--- config.mk ---
export PLATFORM = sky130hd
export DESIGN_NAME = mmu_regfile
export DESIGN_NICKNAME = d
export VERILOG_FILES = /design/src/rtl/mmu_reg_pkg.sv /design/src/rtl/mmu_ctl_regs.sv /design/src/rtl/mmu_sync_fault.sv /design/src/rtl/mmu_async_fault.sv /design/src/rtl/mmu_regfile.sv
export SDC_FILE = /design/constraint.sdc
export NUM_CORES = 1
export LEC_CHECK = 0
export BUFFER_PORTS_ARGS = -buffer_cell sky130_fd_sc_hd__buf_4
export CORE_UTILIZATION = 53
export CTS_BUF_LIST = sky130_fd_sc_hd__clkbuf_8 sky130_fd_sc_hd__clkbuf_16
export DETAILED_ROUTE_END_ITERATION = 10
export GPL_ROUTABILITY_DRIVEN = 0
export GPL_TIMING_DRIVEN = 0
export PLACE_DENSITY = 0.9
export SLEW_MARGIN = 30
export SYNTH_ARGS = -nofsm -noshare
export SYNTH_HDL_FRONTEND = slang
export SYNTH_SLANG_ARGS = --single-unit
--- constraint.sdc ---
create_clock -name clk -period 2.2 [get_ports clk]
set_clock_uncertainty 0.1 [all_clocks]
set_input_delay 0.44 -clock clk [delete_from_list [all_inputs] [get_ports clk]]
set_output_delay 0.44 -clock clk [all_outputs]
set_load 0.02 [all_outputs]
--- src/rtl/mmu_reg_pkg.sv ---
package mmu_reg_pkg;

  typedef enum logic [2:0] {
    SEL_CTRL = 3'd0,
    SEL_CTP  = 3'd1,
    SEL_CTX  = 3'd2,
    SEL_FSR  = 3'd3,
    SEL_FAR  = 3'd4,
    SEL_AFSR = 3'd5,
    SEL_AFAR = 3'd6,
    SEL_NONE = 3'd7
  } reg_sel_e;

  typedef struct packed {
    logic [15:0] sysf;
    logic        pso;
    logic        nofault;
    logic        enable;
  } ctrl_t;

  // Offsets are 0x000..0x600 in steps of 0x100; low byte must be zero.
  function automatic reg_sel_e decode_off(input logic [11:0] a);
    if (a[7:0] != 8'h00 || a[11] || a[10:8] == 3'd7) return SEL_NONE;
    return reg_sel_e'(a[10:8]);
  endfunction

  function automatic logic [31:0] ctrl_view(input logic [3:0] impl,
                                            input logic [3:0] vers,
                                            input ctrl_t c);
    return {impl, vers, c.sysf, c.pso, 5'b0, c.nofault, c.enable};
  endfunction

  function automatic ctrl_t ctrl_load(input logic [31:0] w);
    ctrl_t c;
    c.sysf    = w[23:8];
    c.pso     = w[7];
    c.nofault = w[1];
    c.enable  = w[0];
    return c;
  endfunction

  function automatic logic [31:0] fsr_pack(input logic [7:0] ebe,
                                           input logic [1:0] lvl,
                                           input logic [2:0] acc,
                                           input logic [2:0] ft,
                                           input logic       fav,
                                           input logic       ow);
    return {14'b0, ebe, lvl, acc, ft, fav, ow};
  endfunction

  // Clear overwrite and fault type after a software read.
  function automatic logic [31:0] fsr_after_read(input logic [31:0] f);
    return {f[31:5], 3'b000, f[1], 1'b0};
  endfunction

  function automatic logic [31:0] afsr_pack(input logic uce, input logic bto,
                                            input logic berr,
                                            input logic [3:0] hi);
    return {19'b0, uce, bto, berr, 2'b00, hi, 3'b000, 1'b1};
  endfunction

endpackage

--- src/rtl/mmu_ctl_regs.sv ---
module mmu_ctl_regs
  import mmu_reg_pkg::*;
#(
  parameter int CTX_W = 8
) (
  input  logic              clk,
  input  logic              rst_n,
  input  logic              wr_ctrl,
  input  logic              wr_ctp,
  input  logic              wr_ctx,
  input  logic [31:0]       wdata,
  output ctrl_t             ctrl_q,
  output logic [29:0]       ctp_q,
  output logic [CTX_W-1:0]  ctx_q
);

  always_ff @(posedge clk) begin
    if (!rst_n) begin
      ctrl_q <= '0;
      ctp_q  <= '0;
      ctx_q  <= '0;
    end else begin
      if (wr_ctrl) ctrl_q <= ctrl_load(wdata);
      if (wr_ctp)  ctp_q  <= wdata[31:2];
      if (wr_ctx)  ctx_q  <= wdata[CTX_W-1:0];
    end
  end

endmodule

--- src/rtl/mmu_sync_fault.sv ---
module mmu_sync_fault
  import mmu_reg_pkg::*;
(
  input  logic        clk,
  input  logic        rst_n,
  input  logic        flt_valid,
  input  logic [1:0]  flt_level,
  input  logic [2:0]  flt_acc,
  input  logic [2:0]  flt_type,
  input  logic [7:0]  flt_ebe,
  input  logic [31:0] flt_addr,
  input  logic        flt_addr_ok,
  input  logic        flt_force_trap,
  input  logic        nofault,
  input  logic        rd_fsr,
  output logic [31:0] fsr_q,
  output logic [31:0] far_q,
  output logic        unread_q,
  output logic        trap_q
);

  logic ow_next;
  logic trap_want;

  // Overwrite only if the previous record is still unread at this edge.
  assign ow_next   = unread_q && !rd_fsr;
  assign trap_want = flt_valid && (!nofault || flt_force_trap);

  always_ff @(posedge clk) begin
    if (!rst_n) begin
      fsr_q    <= '0;
      far_q    <= '0;
      unread_q <= 1'b0;
      trap_q   <= 1'b0;
    end else begin
      trap_q <= trap_want;
      if (flt_valid) begin
        fsr_q    <= fsr_pack(flt_ebe, flt_level, flt_acc, flt_type,
                             flt_addr_ok, ow_next);
        far_q    <= flt_addr;
        unread_q <= 1'b1;
      end else if (rd_fsr) begin
        fsr_q    <= fsr_after_read(fsr_q);
        unread_q <= 1'b0;
      end
    end
  end

endmodule

--- src/rtl/mmu_async_fault.sv ---
module mmu_async_fault
  import mmu_reg_pkg::*;
#(
  parameter int PA_W = 36
) (
  input  logic            clk,
  input  logic            rst_n,
  input  logic            abus_valid,
  input  logic            abus_uce,
  input  logic            abus_bto,
  input  logic            abus_berr,
  input  logic [PA_W-1:0] abus_addr,
  output logic [31:0]     afsr_q,
  output logic [31:0]     afar_q
);

  localparam int HI_W = PA_W - 32;

  logic [3:0] hi_bits;

  generate
    if (HI_W >= 4) begin : g_full
      assign hi_bits = abus_addr[35:32];
    end else if (HI_W > 0) begin : g_part
      assign hi_bits = {{(4-HI_W){1'b0}}, abus_addr[PA_W-1:32]};
    end else begin : g_none
      assign hi_bits = 4'h0;
    end
  endgenerate

  always_ff @(posedge clk) begin
    if (!rst_n) begin
      afsr_q <= '0;
      afar_q <= '0;
    end else if (abus_valid) begin
      afsr_q <= afsr_pack(abus_uce, abus_bto, abus_berr, hi_bits);
      afar_q <= abus_addr[31:0];
    end
  end

endmodule

--- src/rtl/mmu_regfile.sv ---
module mmu_regfile
  import mmu_reg_pkg::*;
#(
  parameter logic [3:0] IMPL_ID = 4'h3,
  parameter logic [3:0] VERS_ID = 4'h2,
  parameter int         CTX_W   = 8,
  parameter int         PA_W    = 36
) (
  input  logic             clk,
  input  logic             rst_n,
  input  logic             sw_sel,
  input  logic             sw_we,
  input  logic [11:0]      sw_addr,
  input  logic [31:0]      sw_wdata,
  output logic [31:0]      sw_rdata,
  input  logic             flt_valid,
  input  logic [1:0]       flt_level,
  input  logic [2:0]       flt_acc,
  input  logic [2:0]       flt_type,
  input  logic [7:0]       flt_ebe,
  input  logic [31:0]      flt_addr,
  input  logic             flt_addr_ok,
  input  logic             flt_force_trap,
  input  logic             abus_valid,
  input  logic             abus_uce,
  input  logic             abus_bto,
  input  logic             abus_berr,
  input  logic [PA_W-1:0]  abus_addr,
  output logic             trap_o,
  output logic             xlat_en,
  output logic [CTX_W-1:0] ctx_num
);

  reg_sel_e    sel;
  logic        wr_ctrl, wr_ctp, wr_ctx, rd_fsr, ctrl_wr_evt;
  ctrl_t       ctrl_q;
  logic [29:0] ctp_q;
  logic [CTX_W-1:0] ctx_q;
  logic [31:0] fsr_q, far_q, afsr_q, afar_q;
  logic        unread_q;
  logic        nofault_bit;

  assign sel         = decode_off(sw_addr);
  assign wr_ctrl     = sw_sel && sw_we && sel == SEL_CTRL;
  assign wr_ctp      = sw_sel && sw_we && sel == SEL_CTP;
  assign wr_ctx      = sw_sel && sw_we && sel == SEL_CTX;
  assign rd_fsr      = sw_sel && !sw_we && sel == SEL_FSR;
  assign ctrl_wr_evt = wr_ctrl;
  assign nofault_bit = ctrl_q.nofault;

  mmu_ctl_regs #(.CTX_W(CTX_W)) u_ctl (
    .clk     (clk),
    .rst_n   (rst_n),
    .wr_ctrl (wr_ctrl),
    .wr_ctp  (wr_ctp),
    .wr_ctx  (wr_ctx),
    .wdata   (sw_wdata),
    .ctrl_q  (ctrl_q),
    .ctp_q   (ctp_q),
    .ctx_q   (ctx_q)
  );

  mmu_sync_fault u_sync (
    .clk            (clk),
    .rst_n          (rst_n),
    .flt_valid      (flt_valid),
    .flt_level      (flt_level),
    .flt_acc        (flt_acc),
    .flt_type       (flt_type),
    .flt_ebe        (flt_ebe),
    .flt_addr       (flt_addr),
    .flt_addr_ok    (flt_addr_ok),
    .flt_force_trap (flt_force_trap),
    .nofault        (nofault_bit),
    .rd_fsr         (rd_fsr),
    .fsr_q          (fsr_q),
    .far_q          (far_q),
    .unread_q       (unread_q),
    .trap_q         (trap_o)
  );

  mmu_async_fault #(.PA_W(PA_W)) u_async (
    .clk        (clk),
    .rst_n      (rst_n),
    .abus_valid (abus_valid),
    .abus_uce   (abus_uce),
    .abus_bto   (abus_bto),
    .abus_berr  (abus_berr),
    .abus_addr  (abus_addr),
    .afsr_q     (afsr_q),
    .afar_q     (afar_q)
  );

  assign xlat_en = ctrl_q.enable;
  assign ctx_num = ctx_q;

  always_comb begin
    unique case (sel)
      SEL_CTRL: sw_rdata = ctrl_view(IMPL_ID, VERS_ID, ctrl_q);
      SEL_CTP:  sw_rdata = {ctp_q, 2'b00};
      SEL_CTX:  sw_rdata = 32'(ctx_q);
      SEL_FSR:  sw_rdata = fsr_q;
      SEL_FAR:  sw_rdata = far_q;
      SEL_AFSR: sw_rdata = afsr_q;
      SEL_AFAR: sw_rdata = afar_q;
      default:  sw_rdata = 32'h0;
    endcase
  end

endmodule

# Yosys cells after proc, flatten, opt, wreduce, memory -nomap -nowiden
# Index checks and enable logic that the tools add are counted.
# totals
reg_bits	149
inputBits	139
out_inout_bits	42
word_cells	45
# classes
eq_ne	7
n_mux	8
n_reduce_logical	17
# op_table
op	count
$pmux W32 S7	1
$mux W18	1
$eq A3 B3 Y1 const B	4
$logic_and A1 B1 Y1	8
$reduce_bool A8 Y1	1
$eq A3 B2 Y1 const B	2
$mux W3	2
$mux W5	1
$eq A3 B1 Y1 const B	1
$logic_not A1 Y1	3
$logic_not A3 Y1	1
$logic_or A1 B1 Y1	3
$mux W1	3
$reduce_bool A2 Y1	1

# Longest topological paths before layout
# Gate-level depths: netlist of the first run.
# depth
ltp_word	10
depth_mapped	7
mapped_depth_nobuf	4

# Cells and area by module
# Synthesis of the first run repeated with hierarchy kept, for this count alone.
# unflattened
hier_cells	794
area_unflattened_um2	7886.3
# by_module_without_submodules
module	n_inst	cells_each	area_each_um2	seq_area_each_um2
mmu_ctl_regs	1	184	2173.3	1141.1
mmu_sync_fault	1	187	2115.8	1041.0
mmu_regfile	1	270	1864.3	0.0
mmu_async_fault	1	153	1732.9	800.8

# Worst setup path after synthesis of the first run
# No wires, ideal clock.
# synth_path
path_kind	input -> output
startpoint	input port sw_addr[9]
endpoint	output port sw_rdata[19]
arrival_ns	1.734
required_time_ns	1.660
setup_slack_ns	-0.074
path_stages	7
path_buffers	3
path_cell_list	buf_4 and2b_4 and2_1 buf_2 buf_2 a22oi_1 o21ai_0
# synth_via
elab_chain_len	6
elab_cells_between_ends	12
classes_between	eq/ne (7); mux (3); reduce/logical (2)
# synth_rtl
element	line_no	source
start, declared	mmu_regfile.sv:13	input logic [11:0] sw_addr,
$eq A3 B3 Y1	mmu_reg_pkg.sv:23	if (a[7:0] != 8'h00 || a[11] || a[10:8] == 3'd7) return SEL_NONE;
$logic_or A1 B1 Y1	mmu_reg_pkg.sv:23	
$mux W1	mmu_reg_pkg.sv:23	
$mux W3 (*)	mmu_reg_pkg.sv:24	return reg_sel_e'(a[10:8]);
$eq A3 B3 Y1 (tied with other cells)	mmu_regfile.sv:98	unique case (sel)
$pmux W32 S7 (*)	mmu_regfile.sv:98	
end, declared	mmu_regfile.sv:15	output logic [31:0] sw_rdata,
# Every way passes the cells marked *; elsewhere a longest branch is shown, timed or not.

# Final worst setup path of the first run
# layout_path
startpoint	input port sw_addr[4]
endpoint	output port sw_rdata[8]
# layout_via
elab_chain_len	7
elab_cells_between_ends	13
classes_between	eq/ne (6); mux (3); reduce/logical (4)
# layout_rtl
element	line_no
$reduce_bool A8 Y1 (*)	mmu_reg_pkg.sv:23
$logic_or A1 B1 Y1 (*) (2 in series)	mmu_reg_pkg.sv:23
$mux W1 (*)	mmu_reg_pkg.sv:23
$mux W3 (*)	mmu_reg_pkg.sv:24
$eq A3 B3 Y1 (tied with other cells)	mmu_regfile.sv:98
$pmux W32 S7 (*)	mmu_regfile.sv:98
# Marked as above.

==> impl_metrics.json, run 1 <==
{
  "synth_most_common_cell": "dfxtp_1",
  "firstDrtPassIters": 6,
  "syn_to_final_growth_pct": 43.2,
  "fin_ws_ns": -0.241,
  "yosys_warnings": 0,
  "cp_max_fo": 5,
  "criticalPathCategory": "input pin to primary output",
  "root_buffer": "clkbuf_16",
  "cts_max_path_buffers": 2,
  "clkPwrFrac": 0.455,
  "hold_buffers": 0,
  "finalCritPeriodShare": 1.11,
  "final_antenna_net_count": 0,
  "grt_max_degree": 17,
  "drive_above_1_share": 0.361,
  "syn_area_um2": 6680,
  "final_net_count": 1058,
  "dr_wl_met3_mm": 2.91,
  "end_kind": "primary output",
  "clock-sinks": 149,
  "clock_latency_ns": 0.43,
  "cts_htree_levels": 4,
  "vias_per_cell": 6.25,
  "hold_viol_final": 0,
  "die_h_um": 114,
  "cts_buffers": 17,
  "dp_hpwl_mm": 15.9,
  "totalWireLength_mm": 25.4,
  "yosysSeqAreaShare": 0.446,
  "via_count": 6879,
  "final.fill_count": 685,
  "powerDensity_nw_per_um2": 702,
  "worst_pin_slew_ns": 0.751,
  "grt_use_total": 0.380,
  "p_switching_mw": 1.59,
  "grt_setup_unrepaired": "true",
  "initial_core_util": 0.549,
  "cp-start-kind": "input pin",
  "wl_met1_mm": 9.05,
  "syn_inst": 711,
  "port_buffers": 175,
  "top_layer": "met4",
  "cts_tree": "done",
  "slew_headroom": 0.499,
  "ys_seq_elements": 149,
  "antenna_found_initial": 0,
  "netlist_top_cells_count": "dfxtp_1, mux2i_1, nor2b_1",
  "whs_ns": 0.147,
  "pwr-share-seq": 0.427,
  "maxSlewViolCount": 0,
  "synth_top_flop_cell": "dfxtp_1",
  "min_period_ns": 2.44,
  "status": "finished with violations",
  "violations": "negative setup slack",
  "clk_pin_slew_ns": 0.06,
  "cp_cell_sequence": "buf_8, nor4_4, buf_4, and3_4, buf_8, buf_8, a32oi_2, o21ai_4, buf_6",
  "core_area_um2": 12200,
  "cp_common_cell": "buf_8",
  "setup_violations": 32,
  "fin_util": 0.787,
  "post_drt_wl_per_cell_um": 23.1,
  "fmax_mhz": 410,
  "synth_async_sr_flop_share": 0,
  "p_int_mw": 5.12,
  "avgSynthCellArea_um2": 9.40,
  "max_cap_violations": 0,
  "cpPeakStageDelay_ns": 0.25,
  "hold_path_class": "input pin to flop",
  "num_rows": 40,
  "boundaryPins": 181,
  "drc": 0,
  "grt_pass1_wl_mm": 36.6,
  "power_frac_comb": 0.118,
  "drt_iter0_markers": 765,
  "dieArea_um2": 13100,
  "leakagePower_nw": 4.03,
  "met2_length_mm": 11.6,
  "fp.dieW_um": 114,
  "peakVddDrop_uv": 507,
  "crit_arrival_ns": 1.90,
  "yosysUniqueCellTypes": 45,
  "synth_top_area_frac": 0.446,
  "crit_slowest_cell": "nor4_4",
  "critPathRequiredTime_ns": 1.66,
  "grt_pass1_vias": 6835,
  "switching_share": 0.237,
  "synth_edf_count": 0,
  "synth_area_leaders": "dfxtp_1, mux2i_1, nor2b_1",
  "postSynthNetCount": 850,
  "yosysTopAreaCell": "dfxtp_1",
  "gr-total-overflow": 0
}
## cells in the final DEF (no fill, tap or decap), types with 7 or more instances in the layout
cell type / netlist / final
buf_2: 24 / 15
a21oi_1: 10 / 9
inv_1: 5 / 7
nor2b_1: 86 / 85
nor2_1: 12 / 9
clkinv_2: 0 / 7
buf_4: 8 / 177
o21ai_1: 49 / 58
o21ai_2: 0 / 7
clkbuf_16: 0 / 17
buf_6: 0 / 17
nand3_1: 64 / 60
mux2i_1: 97 / 97
o21ai_0: 33 / 15
a22oi_2: 0 / 8
clkbuf_1: 23 / 20
mux2_2: 15 / 10
nand2_1: 54 / 49
dfxtp_1: 149 / 149
## power by group through the flow
stage	logic [mW]	registers, mW	clock network, mW
finish	0.790	2.87	3.06
global route	0.821	2.87	3.19
CTS	0.736	2.86	3.02
detailed placement	0.658	2.91	0
global placement	0.646	2.91	0
floorplan	0.351	2.89	0
## stage by stage
| stage | instance area [µm²] | power [mW] | cells | setup TNS, ns | setup slack (ns) |
|---|---|---|---|---|---|
| after CTS | 9460 | 6.62 | 1096 | -2.09 | -0.131 |
| after detailed placement | 8210 | 3.57 | 1054 | -12.13 | -0.557 |
| after global placement | 8210 | 3.55 | 1054 | -11.78 | -0.577 |
| after floorplan | 6680 | 3.25 | 711 | -0.427 | -0.0731 |
| after global routing | 9570 | 6.88 | 1100 | -5.93 | -0.325 |
| final | 9570 | 6.71 | 1101 | -4.31 | -0.241 |
## cells by family (layout without fill, tap and decap cells)
family / Yosys count / in the layout / share of synthesized area
other cells: 0 / 1 / 0
compound gates: 140 / 140 / 0.126
buf+inv: 67 / 288 / 0.0466
simple gates: 239 / 239 / 0.197
mux: 116 / 116 / 0.184
flops: 149 / 149 / 0.446
## sequential cells by signal, indices dropped and copies added, names as in the netlist
| register | cells |
|---|---|
| u_async.afsr_q | 8 |
| u_sync.trap_q | 1 |
| u_ctl.ctx_q | 8 |
| u_sync.fsr_q | 18 |
| u_ctl.ctp_q | 30 |
| u_sync.unread_q | 1 |
| u_ctl.ctrl_q | 19 |
| u_async.afar_q | 32 |
| u_sync.far_q | 32 |
## per-layer routing
metal	up-vias	track usage
met5	-	0
met4	0	0.253
met3	168	0.125
met2	600	0.619
met1	3164	0.426
li1	2947	-
## final timing paths
path	from	endpoint	slack [ns]	cells after the start
min reg2reg	u_ctl.ctp_q[22]	u_ctl.ctp_q[22]	0.36	2
min	flt_type[0]	u_sync.fsr_q[2]	0.15	3
max reg2reg	u_ctl.ctrl_q[4]	u_ctl.ctrl_q[4]	1.30	2
max	sw_addr[4]	sw_rdata[8]	-0.24	9
## repair_timing
action	in CTS	in global routing
endpoints found under the setup margin	32	32
pin swaps	23	9
setup buffers	8	4
cloned	2	0
resized for setup	122	16
## worst max-delay path: cells and delay by family
| kind | cells | cell delay, ns |
|---|---|---|
| buffers and inverters | 5 | 0.72 |
| AND/OR/NAND/NOR | 2 | 0.46 |
| AO/OA/AOI/OAI | 2 | 0.28 |
## area by class of cell
type / instances / area, µm² / share of cell area
diodes: 1 / 2.50 / 0.000262
plain buffers: 61 / 430 / 0.0450
clock buffers: 19 / 453 / 0.0473
clock inverters: 13 / 163 / 0.0170
inverters: 6 / 25.0 / 0.00262
multi-input cells: 495 / 3780 / 0.395
flip-flops and latches: 149 / 2980 / 0.312
well taps: 168 / 210 / 0.0220
repair buffers: 189 / 1520 / 0.159
Power figures use the tool's default switching activity.
==> run 2: changes to the inputs <==
Settings changed: CORE_UTILIZATION 53 to 55, PLACE_DENSITY 0.9 to 0.91, SYNTH_HIERARCHICAL set to 1.
==> run 2 against run 1 <==
Design area is 15% higher. Combinational power is 32% higher. Cell count is 12% higher. The flow still finishes with violations (negative setup slack). Maximum frequency is 5.0% higher. Worst setup slack better by 0.12 ns. Power is 5.2% higher. Critical endpoint is now sw_rdata[0]. Non-clock buffer count is 40 higher. Synthesized area is 18% higher. Sequential share of layout area is 4.0 points lower. Sequential power hardly changed. Highest routed layer unchanged. Largest power group unchanged. Synthesized cell count is 12% higher. Worst hold slack better by 0.013 ns.
==> impl_metrics.json, run 2 <==
{
  "avgSynthCellArea_um2": 9.93,
  "final_cell_mix": "buf_4, mux2i_1, nor2b_1, dfxtp_1, conb_1",
  "hold_path_class": "input pin to flop",
  "largestRegisters": "u_async/afar_q (32), u_sync/far_q (32), u_ctl/ctp_q (30)",
  "synthMuxAreaShare": 0.264,
  "cts_buffers": 17,
  "synth_top_area_frac": 0.378,
  "gr-total-overflow": 0,
  "leakagePower_nw": 4.58,
  "post_drt_wl_per_cell_um": 22.2,
  "crit_arrival_ns": 1.78,
  "grt_use_total": 0.342,
  "grt_pass1_wl_mm": 37.5,
  "netlist_top_cells_count": "mux2i_1, dfxtp_1, nor2b_1",
  "dieArea_um2": 14800,
  "syn_area_um2": 7890,
  "final_common_cell": "buf_4",
  "antenna_found_initial": 0,
  "cts_tree": "done",
  "yosysSeqAreaShare": 0.378,
  "synth_edf_count": 0,
  "finalCritPeriodShare": 1.06,
  "powerDensity_nw_per_um2": 643,
  "clock-sinks": 149,
  "drc": 0,
  "hold_depth": 3,
  "hold_viol_final": 0,
  "critPathRequiredTime_ns": 1.66,
  "num_rows": 43,
  "totalWireLength_mm": 27.4,
  "die_h_um": 122,
  "crit_start": "sw_addr[9]",
  "clk_pin_slew_ns": 0.06,
  "final_area_um2": 11000,
  "final_antenna_net_count": 0,
  "port_buffers": 177,
  "synth_compound_area_frac": 0.0701,
  "setup_violations": 23,
  "drt_iter0_markers": 625,
  "min_from": "abus_addr[4]",
  "criticalPathCategory": "input pin to primary output",
  "timing.rr.start": "u_ctl/ctp_q[10]",
  "yosys_warnings": 6,
  "dp_hpwl_mm": 16.4,
  "clock_latency_ns": 0.43,
  "grt_max_degree": 17,
  "yosys.area_share.adder": 0,
  "cp-start-kind": "input pin",
  "yosysUniqueCellTypes": 38,
  "ys_seq_elements": 149,
  "placed_area_um2": 9580,
  "cp_max_fo": 5,
  "cts_max_path_buffers": 2,
  "peakVddDrop_uv": 635,
  "maxSlewViolCount": 0,
  "slew_headroom": 0.438,
  "fin_util": 0.788,
  "final_net_count": 1179,
  "max_cap_violations": 0,
  "initial_core_util": 0.566,
  "diodes": 0,
  "drive_above_1_share": 0.381,
  "vias_per_cell": 5.83,
  "fmax_mhz": 430,
  "synth-xor-area-share": 0,
  "synth_top_family_by_area": "multiplexers",
  "end_kind": "primary output",
  "fp.dieW_um": 122,
  "synth_area_leaders": "dfxtp_1, mux2i_1, nor2b_1",
  "worst_pin_slew_ns": 0.839,
  "yosys.area_share.simple": 0.184,
  "core_area_um2": 13900,
  "synth_top_flop_cell": "dfxtp_1",
  "syn_to_final_growth_pct": 39.3,
  "violations": "negative setup slack",
  "via_count": 7190,
  "ff2ff_path_depth": 2,
  "root_buffer": "clkbuf_16",
  "status": "finished with violations",
  "firstDrtPassIters": 6,
  "synth_async_sr_flop_share": 0,
  "grt_setup_unrepaired": "true",
  "syn_inst": 794,
  "cts_htree_levels": 4,
  "min_period_ns": 2.32,
  "fin_ws_ns": -0.124,
  "yosysTopAreaCell": "dfxtp_1",
  "grt_pass1_vias": 7062,
  "synth_most_common_cell": "mux2i_1",
  "boundaryPins": 181
}
## run 2: cell count changes after synthesis, sizes merged, moves of 8 or more
cell	previous run	this run
nand2	55	9
a32oi	10	0
nand3	64	10
nand2b	1	9
o21ai	82	16
or2	0	13
mux2i	97	181
a21oi	10	26
and2	1	12
nor2	12	38
buf	38	80
nor2b	86	149
## run 2: area by class of cell
type	instances	area [µm²]
Multi-Input combinational cell	578	4640
Sequential cell	149	2990
Fill cell	776	2950
Clock inverter	13	181
Clock buffer	19	453
Timing Repair Buffer	192	1580
Inverter	4	15.0
Tap cell	180	225
Buffer	98	908
## run 2: worst paths after layout
kind                       endpoint  slack, ns
setup reg to reg    u_ctl/ctp_q[10]       1.31
hold / removal    u_async/afar_q[4]       0.16
setup / recovery        sw_rdata[0]      -0.12
hold reg to reg   u_async/afsr_q[0]       0.36
## run 2: through the flow
stage | TNS, ns | cells | hold slack (ns) | setup WS [ns] | power [mW]
3_5_place_dp | -14.53 | 1187 | 0.342 | -0.411 | 3.78
5_1_grt | -1.90 | 1233 | 0.162 | -0.226 | 7.23
6_report | -1.16 | 1233 | 0.160 | -0.124 | 7.06
2_1_floorplan | 0 | 830 | 0.323 | 0.0560 | 3.42
4_1_cts | -0.504 | 1226 | 0.140 | -0.117 | 6.92
3_3_place_gp | -12.42 | 1187 | 0.338 | -0.401 | 3.76
## run 2: critical path, cell delays in order
cell	delay [ns]
buf_8	0.10
buf_12	0.13
buf_12	0.14
mux2i_4	0.19
mux4_2	0.51
nor2_4	0.13
buf_6	0.13
## run 2: per-layer routing
layer / GRT usage / share of wire / vias to the layer above
li1: - / - / 3142
met1: 0.396 / 0.37 / 3410
met2: 0.573 / 0.48 / 478
met3: 0.0735 / 0.084 / 160
met4: 0.209 / 0.063 / 0
met5: 0 / 0 / -
## run 2: what timing repair did
action,CTS,global route
setup endpoints to repair,32,32
hold buffers,0,0
pin swaps,21,20
buffers inserted,7,6
gates resized for setup,87,77
gates cloned,1,1
## run 2: kinds of logic (layout without fill, tap and decap cells)
kind of cell           after synthesis  in the layout
buffers and inverters              103            326
AO/OA/AOI/OAI                       86             86
AND/OR/NAND/NOR                    251            251
multiplexers                       203            203
other                                2             38
flip-flops                         149            149
## run 2: where the power goes
part           leakage, nW  internal, mW  switching [mW]
clock                0.302          1.95            1.20
combinational         3.06         0.559           0.484
sequential            1.22          2.80          0.0686
total                 4.58          5.31            1.75
